==> src/rtl/shadow_pkg.sv <==
package shadow_pkg;

  typedef enum logic [1:0] {
    REG_LOW   = 2'd0,
    REG_WIN   = 2'd1,
    REG_SEG   = 2'd2
  } region_e;

  // Size in MB scaled down by 2**shift, clipped to one byte.
  function automatic logic [7:0] size_units(input logic [31:0] mb, input int unsigned shift);
    logic [31:0] u;
    u = mb >> shift;
    return (u > 32'd255) ? 8'hFF : u[7:0];
  endfunction

  // Which attribute byte (relative to the first) holds a segment's field.
  function automatic int unsigned byte_of_seg(input int unsigned seg);
    return (seg + 1) / 2;
  endfunction

  // Read/write enable pair of a segment out of its attribute byte.
  function automatic logic [1:0] en_of_seg(input logic [7:0] b, input int unsigned seg);
    return ((seg % 2) == 1) ? b[1:0] : b[5:4];
  endfunction

endpackage

==> src/rtl/shadow_cfg_regs.sv <==
module shadow_cfg_regs
  import shadow_pkg::*;
#(
  parameter int unsigned NUM_SEG    = 13,
  parameter int unsigned ATTR_BASE  = 'h59,
  parameter int unsigned SMRAM_OFF  = 'h72,
  parameter int unsigned RAMSZ_OFF  = 'h57,
  parameter logic [7:0]  SMRAM_RST  = 8'h02,
  parameter int unsigned RAM_SZ_W   = 16,
  parameter int unsigned UNIT_SHIFT = 3,
  localparam int unsigned ATTR_BYTES = NUM_SEG / 2 + 1
) (
  input  logic                   clk,
  input  logic                   rst_n,
  input  logic                   we,
  input  logic [7:0]             addr,
  input  logic [7:0]             wdata,
  output logic [7:0]             rdata,
  input  logic [RAM_SZ_W-1:0]    ram_mb,
  output logic [2*NUM_SEG-1:0]   seg_en,
  output logic [7:0]             smram_q,
  output logic                   remap_evt
);

  logic [7:0]  attr_q [ATTR_BYTES];
  logic [31:0] addr32;
  logic        hit_attr;
  logic        hit_smram;
  logic [7:0]  units;

  assign addr32    = 32'(addr);
  assign hit_attr  = (addr32 >= ATTR_BASE) && (addr32 < ATTR_BASE + ATTR_BYTES);
  assign hit_smram = (addr32 == SMRAM_OFF);
  assign remap_evt = we && (hit_attr || hit_smram);
  assign units     = size_units(32'(ram_mb), UNIT_SHIFT);

  always_ff @(posedge clk) begin
    if (!rst_n) begin
      for (int b = 0; b < ATTR_BYTES; b++) attr_q[b] <= 8'h00;
      smram_q <= SMRAM_RST;
    end else begin
      for (int b = 0; b < ATTR_BYTES; b++)
        if (we && addr32 == ATTR_BASE + b) attr_q[b] <= wdata;
      if (we && hit_smram) smram_q <= wdata;
    end
  end

  always_comb begin
    rdata = 8'h00;
    if (addr32 == RAMSZ_OFF) rdata = units;
    if (hit_smram)           rdata = smram_q;
    for (int b = 0; b < ATTR_BYTES; b++)
      if (addr32 == ATTR_BASE + b) rdata = attr_q[b];
  end

  for (genvar s = 0; s < NUM_SEG; s++) begin : g_seg_en
    localparam int unsigned BI = byte_of_seg(s);
    assign seg_en[2*s +: 2] = en_of_seg(attr_q[BI], s);
  end

endmodule

==> src/rtl/shadow_seg_decode.sv <==
module shadow_seg_decode
  import shadow_pkg::*;
#(
  parameter int unsigned ADDR_W    = 20,
  parameter int unsigned NUM_SEG   = 13,
  parameter int unsigned SEG_SHIFT = 14,
  parameter int unsigned WIN_BASE  = 'hA0000,
  parameter int unsigned EXP_BASE  = 'hC0000,
  localparam int unsigned SEG_W     = $clog2(NUM_SEG),
  localparam int unsigned BIOS_BASE = EXP_BASE + ((NUM_SEG - 1) << SEG_SHIFT)
) (
  input  logic [ADDR_W-1:0]     addr,
  input  logic                  wr,
  input  logic [2*NUM_SEG-1:0]  seg_en,
  output region_e               region,
  output logic [SEG_W-1:0]      seg_idx,
  output logic                  seg_dram
);

  logic [31:0] a32;
  logic [31:0] rel;
  logic [1:0]  pick;

  assign a32 = 32'(addr);
  assign rel = a32 - EXP_BASE;

  always_comb begin
    if (a32 < WIN_BASE)      region = REG_LOW;
    else if (a32 < EXP_BASE) region = REG_WIN;
    else                     region = REG_SEG;
  end

  always_comb begin
    if (a32 >= BIOS_BASE) seg_idx = '0;
    else                  seg_idx = SEG_W'(32'd1 + (rel >> SEG_SHIFT));
  end

  always_comb begin
    pick = 2'b00;
    for (int s = 0; s < NUM_SEG; s++)
      if (seg_idx == SEG_W'(s)) pick = seg_en[2*s +: 2];
    seg_dram = wr ? pick[1] : pick[0];
  end

endmodule

==> src/rtl/shadow_smram_gate.sv <==
module shadow_smram_gate (
  input  logic open_bit,
  input  logic en_bit,
  input  logic smm,
  output logic win_dram
);

  assign win_dram = open_bit || (smm && en_bit);

endmodule

==> src/rtl/shadow_attr_decoder.sv <==
module shadow_attr_decoder
  import shadow_pkg::*;
#(
  parameter int unsigned ADDR_W     = 20,
  parameter int unsigned NUM_SEG    = 13,
  parameter int unsigned SEG_SHIFT  = 14,
  parameter int unsigned WIN_BASE   = 'hA0000,
  parameter int unsigned WIN_SIZE   = 'h20000,
  parameter int unsigned ATTR_BASE  = 'h59,
  parameter int unsigned SMRAM_OFF  = 'h72,
  parameter int unsigned RAMSZ_OFF  = 'h57,
  parameter logic [7:0]  SMRAM_RST  = 8'h02,
  parameter int unsigned RAM_SZ_W   = 16,
  parameter int unsigned UNIT_SHIFT = 3,
  parameter int unsigned OPEN_BIT   = 6,
  parameter int unsigned EN_BIT     = 3,
  localparam int unsigned EXP_BASE  = WIN_BASE + WIN_SIZE,
  localparam int unsigned SEG_W     = $clog2(NUM_SEG)
) (
  input  logic                 clk,
  input  logic                 rst_n,
  input  logic                 cfg_we,
  input  logic [7:0]           cfg_addr,
  input  logic [7:0]           cfg_wdata,
  output logic [7:0]           cfg_rdata,
  input  logic [RAM_SZ_W-1:0]  mem_size_mb,
  input  logic                 acc_valid,
  input  logic [ADDR_W-1:0]    acc_addr,
  input  logic                 acc_wr,
  input  logic                 smm_active,
  output logic                 to_dram,
  output logic                 to_pci
);

  logic [2*NUM_SEG-1:0] seg_en;
  logic [7:0]           smram_q;
  logic                 remap_evt;
  region_e              region;
  logic [SEG_W-1:0]     seg_idx;
  logic                 seg_dram;
  logic                 win_dram;
  logic                 dram_sel;

  shadow_cfg_regs #(
    .NUM_SEG(NUM_SEG), .ATTR_BASE(ATTR_BASE), .SMRAM_OFF(SMRAM_OFF),
    .RAMSZ_OFF(RAMSZ_OFF), .SMRAM_RST(SMRAM_RST), .RAM_SZ_W(RAM_SZ_W),
    .UNIT_SHIFT(UNIT_SHIFT)
  ) u_regs (
    .clk(clk), .rst_n(rst_n), .we(cfg_we), .addr(cfg_addr), .wdata(cfg_wdata),
    .rdata(cfg_rdata), .ram_mb(mem_size_mb), .seg_en(seg_en),
    .smram_q(smram_q), .remap_evt(remap_evt)
  );

  shadow_seg_decode #(
    .ADDR_W(ADDR_W), .NUM_SEG(NUM_SEG), .SEG_SHIFT(SEG_SHIFT),
    .WIN_BASE(WIN_BASE), .EXP_BASE(EXP_BASE)
  ) u_dec (
    .addr(acc_addr), .wr(acc_wr), .seg_en(seg_en),
    .region(region), .seg_idx(seg_idx), .seg_dram(seg_dram)
  );

  shadow_smram_gate u_win (
    .open_bit(smram_q[OPEN_BIT]), .en_bit(smram_q[EN_BIT]),
    .smm(smm_active), .win_dram(win_dram)
  );

  always_comb begin
    case (region)
      REG_LOW: dram_sel = 1'b1;
      REG_WIN: dram_sel = win_dram;
      default: dram_sel = seg_dram;
    endcase
  end

  assign to_dram = acc_valid && dram_sel;
  assign to_pci  = acc_valid && !dram_sel;

endmodule

==> config.mk <==
export PLATFORM = sky130hd
export DESIGN_NAME = shadow_attr_decoder
export DESIGN_NICKNAME = d
export VERILOG_FILES = /design/src/rtl/shadow_pkg.sv /design/src/rtl/shadow_cfg_regs.sv /design/src/rtl/shadow_seg_decode.sv /design/src/rtl/shadow_smram_gate.sv /design/src/rtl/shadow_attr_decoder.sv
export SDC_FILE = /design/constraint.sdc
export NUM_CORES = 1
export LEC_CHECK = 0
export BUFFER_PORTS_ARGS = -buffer_cell sky130_fd_sc_hd__buf_2
export CAP_MARGIN = 20
export CELL_PAD_IN_SITES_DETAIL_PLACEMENT = 2
export CELL_PAD_IN_SITES_GLOBAL_PLACEMENT = 2
export CORE_UTILIZATION = 35
export DETAILED_ROUTE_END_ITERATION = 16
export PLACE_DENSITY_LB_ADDON = 0.1
export RECOVER_POWER = 50
export REMOVE_ABC_BUFFERS = 1
export SLEW_MARGIN = 5
export SYNTH_ARGS = -nofsm -noshare
export SYNTH_HDL_FRONTEND = slang
export SYNTH_SLANG_ARGS = --single-unit
export TNS_END_PERCENT = 5
==> constraint.sdc <==
create_clock -name clk -period 2.3 [get_ports clk]
set_input_delay 0.23 -clock clk [delete_from_list [all_inputs] [get_ports clk]]
set_output_delay 0.23 -clock clk [all_outputs]
set_load 0.1 [all_outputs]
==> key figures <==
Status
  – Status: complete, but fails checks
  – Violated checks: setup timing

STA
  – Final hold violation count: 0
  – Fin. max-slew vios: 0
  – Post-layout min period: 2.53 ns
  – Fin crit share: 1.10
  – Unrepaired setup endpoints after global routing: yes
  – Final setup fails: 4
  – Total negative slack: -0.483 ns
  – Slew headroom: 0.296
  – Fmax: 395 MHz
  – Final Skew: 0 ns
  – PnR worst setup slack: -0.230 ns
  – Least-Margin Pin Slew: 1.06 ns

Power and ir drop
  – Power Dens Cells: 591 nW/um^2
  – Worst IR Drop VDD: 0.301 mV
  – Leakage power: 1.84 nW

Worst setup path
  – Critical path required time: 2.07 ns
  – Crit end category: primary output
  – Worst Path Arrival: 2.30 ns
  – Top cell family by delay on the critical path: compound AO/OA/AOI/OAI gates
  – Critical Path Most Common Cell: buf_4
  – Critical Path Start Type: primary input
  – Crit. Startpoint: acc_addr[15]
  – CP peak stage delay: 0.36 ns
  – RR Startpoint: u_regs.smram_q[6]$_SDFFE_PN0P_
  – Critical path class: in -> out
  – CP Max Fanout: 5
  – Worst path cell trace: buf_4 -> buf_6 -> and4b_4 -> a311oi_4 -> buf_4 -> o221ai_2 -> a221o_1 -> a21o_1 -> o31a_1 -> buf_12
  – Crit-path slowest cell: a221o_1
  – WP buf/inv: 4
  – R2r setup slk: 1.51 ns

GRT
  – Overall Global Routing Usage: 0.267
  – Antenna violations before repair: 0
  – Number of global-route vias before repair: 3749
  – Remaining Overflow, GRT: 0
  – Largest net degree at the start of global routing: 24
  – First-pass GRT wire length: 21400 microns

Clocking
  – CTS Buf Count: 9
  – Root Driver: clkbuf_8
  – CTS sink count: 64
  – CTS tree: yes
  – Post-CTS Hold Buffers: 0
  – H-tree Lvls: 3
  – Skew-Pair Late Insertion Delay: 0.34 ns
  – Reg clk slew, reported paths: 0.07 ns
  – CTS Buffer Depth: 2

Route
  – Met3 WL: 503 microns
  – Via count: 3301
  – Met2 wire length: 7320 microns
  – Initial drt markers: 157
  – Via density: 5.63
  – DRT Wirelength: 13700 microns
  – Wire per inst: 23.5 microns
  – WL met1: 5430 microns
  – Highest Signal Layer: met4
  – Residual DRC: 0
  – DRT Pass-1 Iters: 4
  – Antenna-violating nets left: 0

Cells and area
  – Finished Cell Area: 4860 sq um
  – Area delta synth->final: 34.9%
  – Fin cells: 586
  – Antenna diode count: 0
  – Final nets: 508
  – Share of layout cells above drive strength 1: 0.338

Flow run
  – Maxcap violations: 0

Synthesis
  – Synth top area share: 0.466
  – Syn_area_per_cell: 10.1 sq um
  – Synth area leaders: edfxtp_1 47%, nor2_1 5.9%, dfxtp_1 4.4%
  – Asr flop ratio synth: 0
  – Synthesized instance count: 356
  – Post-synthesis cell type count: 62
  – Seq/Total Area, Yosys: 0.511
  – Post-synth top area cell: edfxtp_1
  – EDFF count, synth: 56
  – Main synth FF type: edfxtp_1
  – Post-Synthesis Cell Area: 3610 sq um
  – Yosys warning total: 0
  – FF+latch count, synth: 64

Floorplan
  – Die height: 104 microns
  – Die Span X: 104 microns
  – Total die area: 10700 sq um
  – Starting density of the core: 0.366
  – Core Area: 9860 sq um
  – Num rows: 36
  – # IOs: 68

Placement
  – Pre-CTS setup slack: -0.400 ns
  – Placed instance count: 567
  – # port buffers: 50
  – GPL Wtd Cong: 0.929
  – Cell area after placement: 4440 sq um
  – Hpwl dp: 9870 microns

Hold path
  – Worst min-delay path category: in -> reg
  – HP Start: cfg_wdata[1]
## cell type report
type	count	area (sq um)
fillers	1030	5000
inverters	13	48.8
well taps	133	166
flip-flops and latches	64	1840
clock buffers	10	128
repair buffers	102	803
clock inverters	5	72.6
multi-input cells	259	1800
## synthesized netlist by cell type (all sizes together) (2+ instances only)
cell type / n
inv: 13
a2bb2oi: 3
a21oi: 8
o21a: 3
o22ai: 3
nor2b: 6
mux2: 9
a21boi: 7
a211oi: 2
or2: 3
nand3: 13
nand2b: 2
dfxtp: 8
o21ai: 20
clkbuf: 12
nand2: 39
buf: 8
a221oi: 2
and3: 3
nand4: 2
mux2i: 13
nor4bb: 2
o31a: 2
o221ai: 7
a2111oi: 3
nand3b: 3
nand4b: 2
nor2: 57
o31ai: 3
o221a: 2
a22oi: 6
nor3b: 3
nor3: 3
a32oi: 2
o2bb2ai: 2
edfxtp: 56
a21o: 4
nor4: 2
## cell usage in the layout, fill, tap and decap left out, types with 7 or more instances in the layout
cell type  instances
mux2i_1           13
edfxtp_1          56
nand3_1           13
nand2_1           39
nor2_1            57
inv_1             13
a21boi_0           7
clkbuf_8           9
o21ai_0           18
buf_12            10
dfxtp_1            8
buf_4             47
mux2_2             8
buf_2             35
## flip-flops by register name, summed over array words and instances, names as in the netlist
register	count
u_regs.smram_q	8
u_regs.attr_q	56
## tightest hold or removal path, cell delays in order
cell and delay (ns):
buf_2 0.09, nand3_1 0.06, nand3_1 0.07
## kinds of logic (layout without fill, tap and decap cells)
kind of cell,count (synthesis),after routing,synth area share
compound gates,85,85,0.176
xor+xnor,2,2,0.00486
fa+ha+maj,1,1,0.00347
buf+inv,33,130,0.0406
flops,64,64,0.511
mux,22,22,0.0642
simple gates,149,149,0.200
## per-layer routing
layer	up-vias	GRT usage
met4	0	0.136
met3	28	0.0308
met1	1679	0.309
li1	1514	-
met5	-	0
met2	80	0.484
## power by group
| group | internal, W | total, W | switching (W) |
|---|---|---|---|
| Clock | 0.000596 | 0.00102 | 0.000422 |
| Combinational | 0.000215 | 0.000508 | 0.000293 |
| Sequential | 0.00132 | 0.00135 | 0.0000303 |
| Total | 0.00213 | 0.00287 | 0.000746 |
## through the flow
step	util	total power (W)	hold WS, ns
global route	0.493	0.00298	0.146
finish	0.493	0.00287	0.132
global placement	0.450	0.00180	0.462
CTS	0.492	0.00288	0.125
detailed placement	0.450	0.00182	0.470
floorplan	-	0.00157	0.302
## final timing paths
kind                                         end  depth (start not counted)
hold / removal    u_regs.smram_q[1]$_SDFFE_PN1P_                          3
setup / recovery                          to_pci                         10
setup reg to reg  u_regs.smram_q[6]$_SDFFE_PN0P_                          2
hold reg to reg   u_regs.smram_q[1]$_SDFFE_PN1P_                          2
## timing repair
action / 4_1_cts / 5_1_grt
setup endpoints to repair: 7 / 7
setup buffers: 4 / 0
pin swaps: 13 / 6
resized for setup: 38 / 8
(Power assumes the default switching activity.)
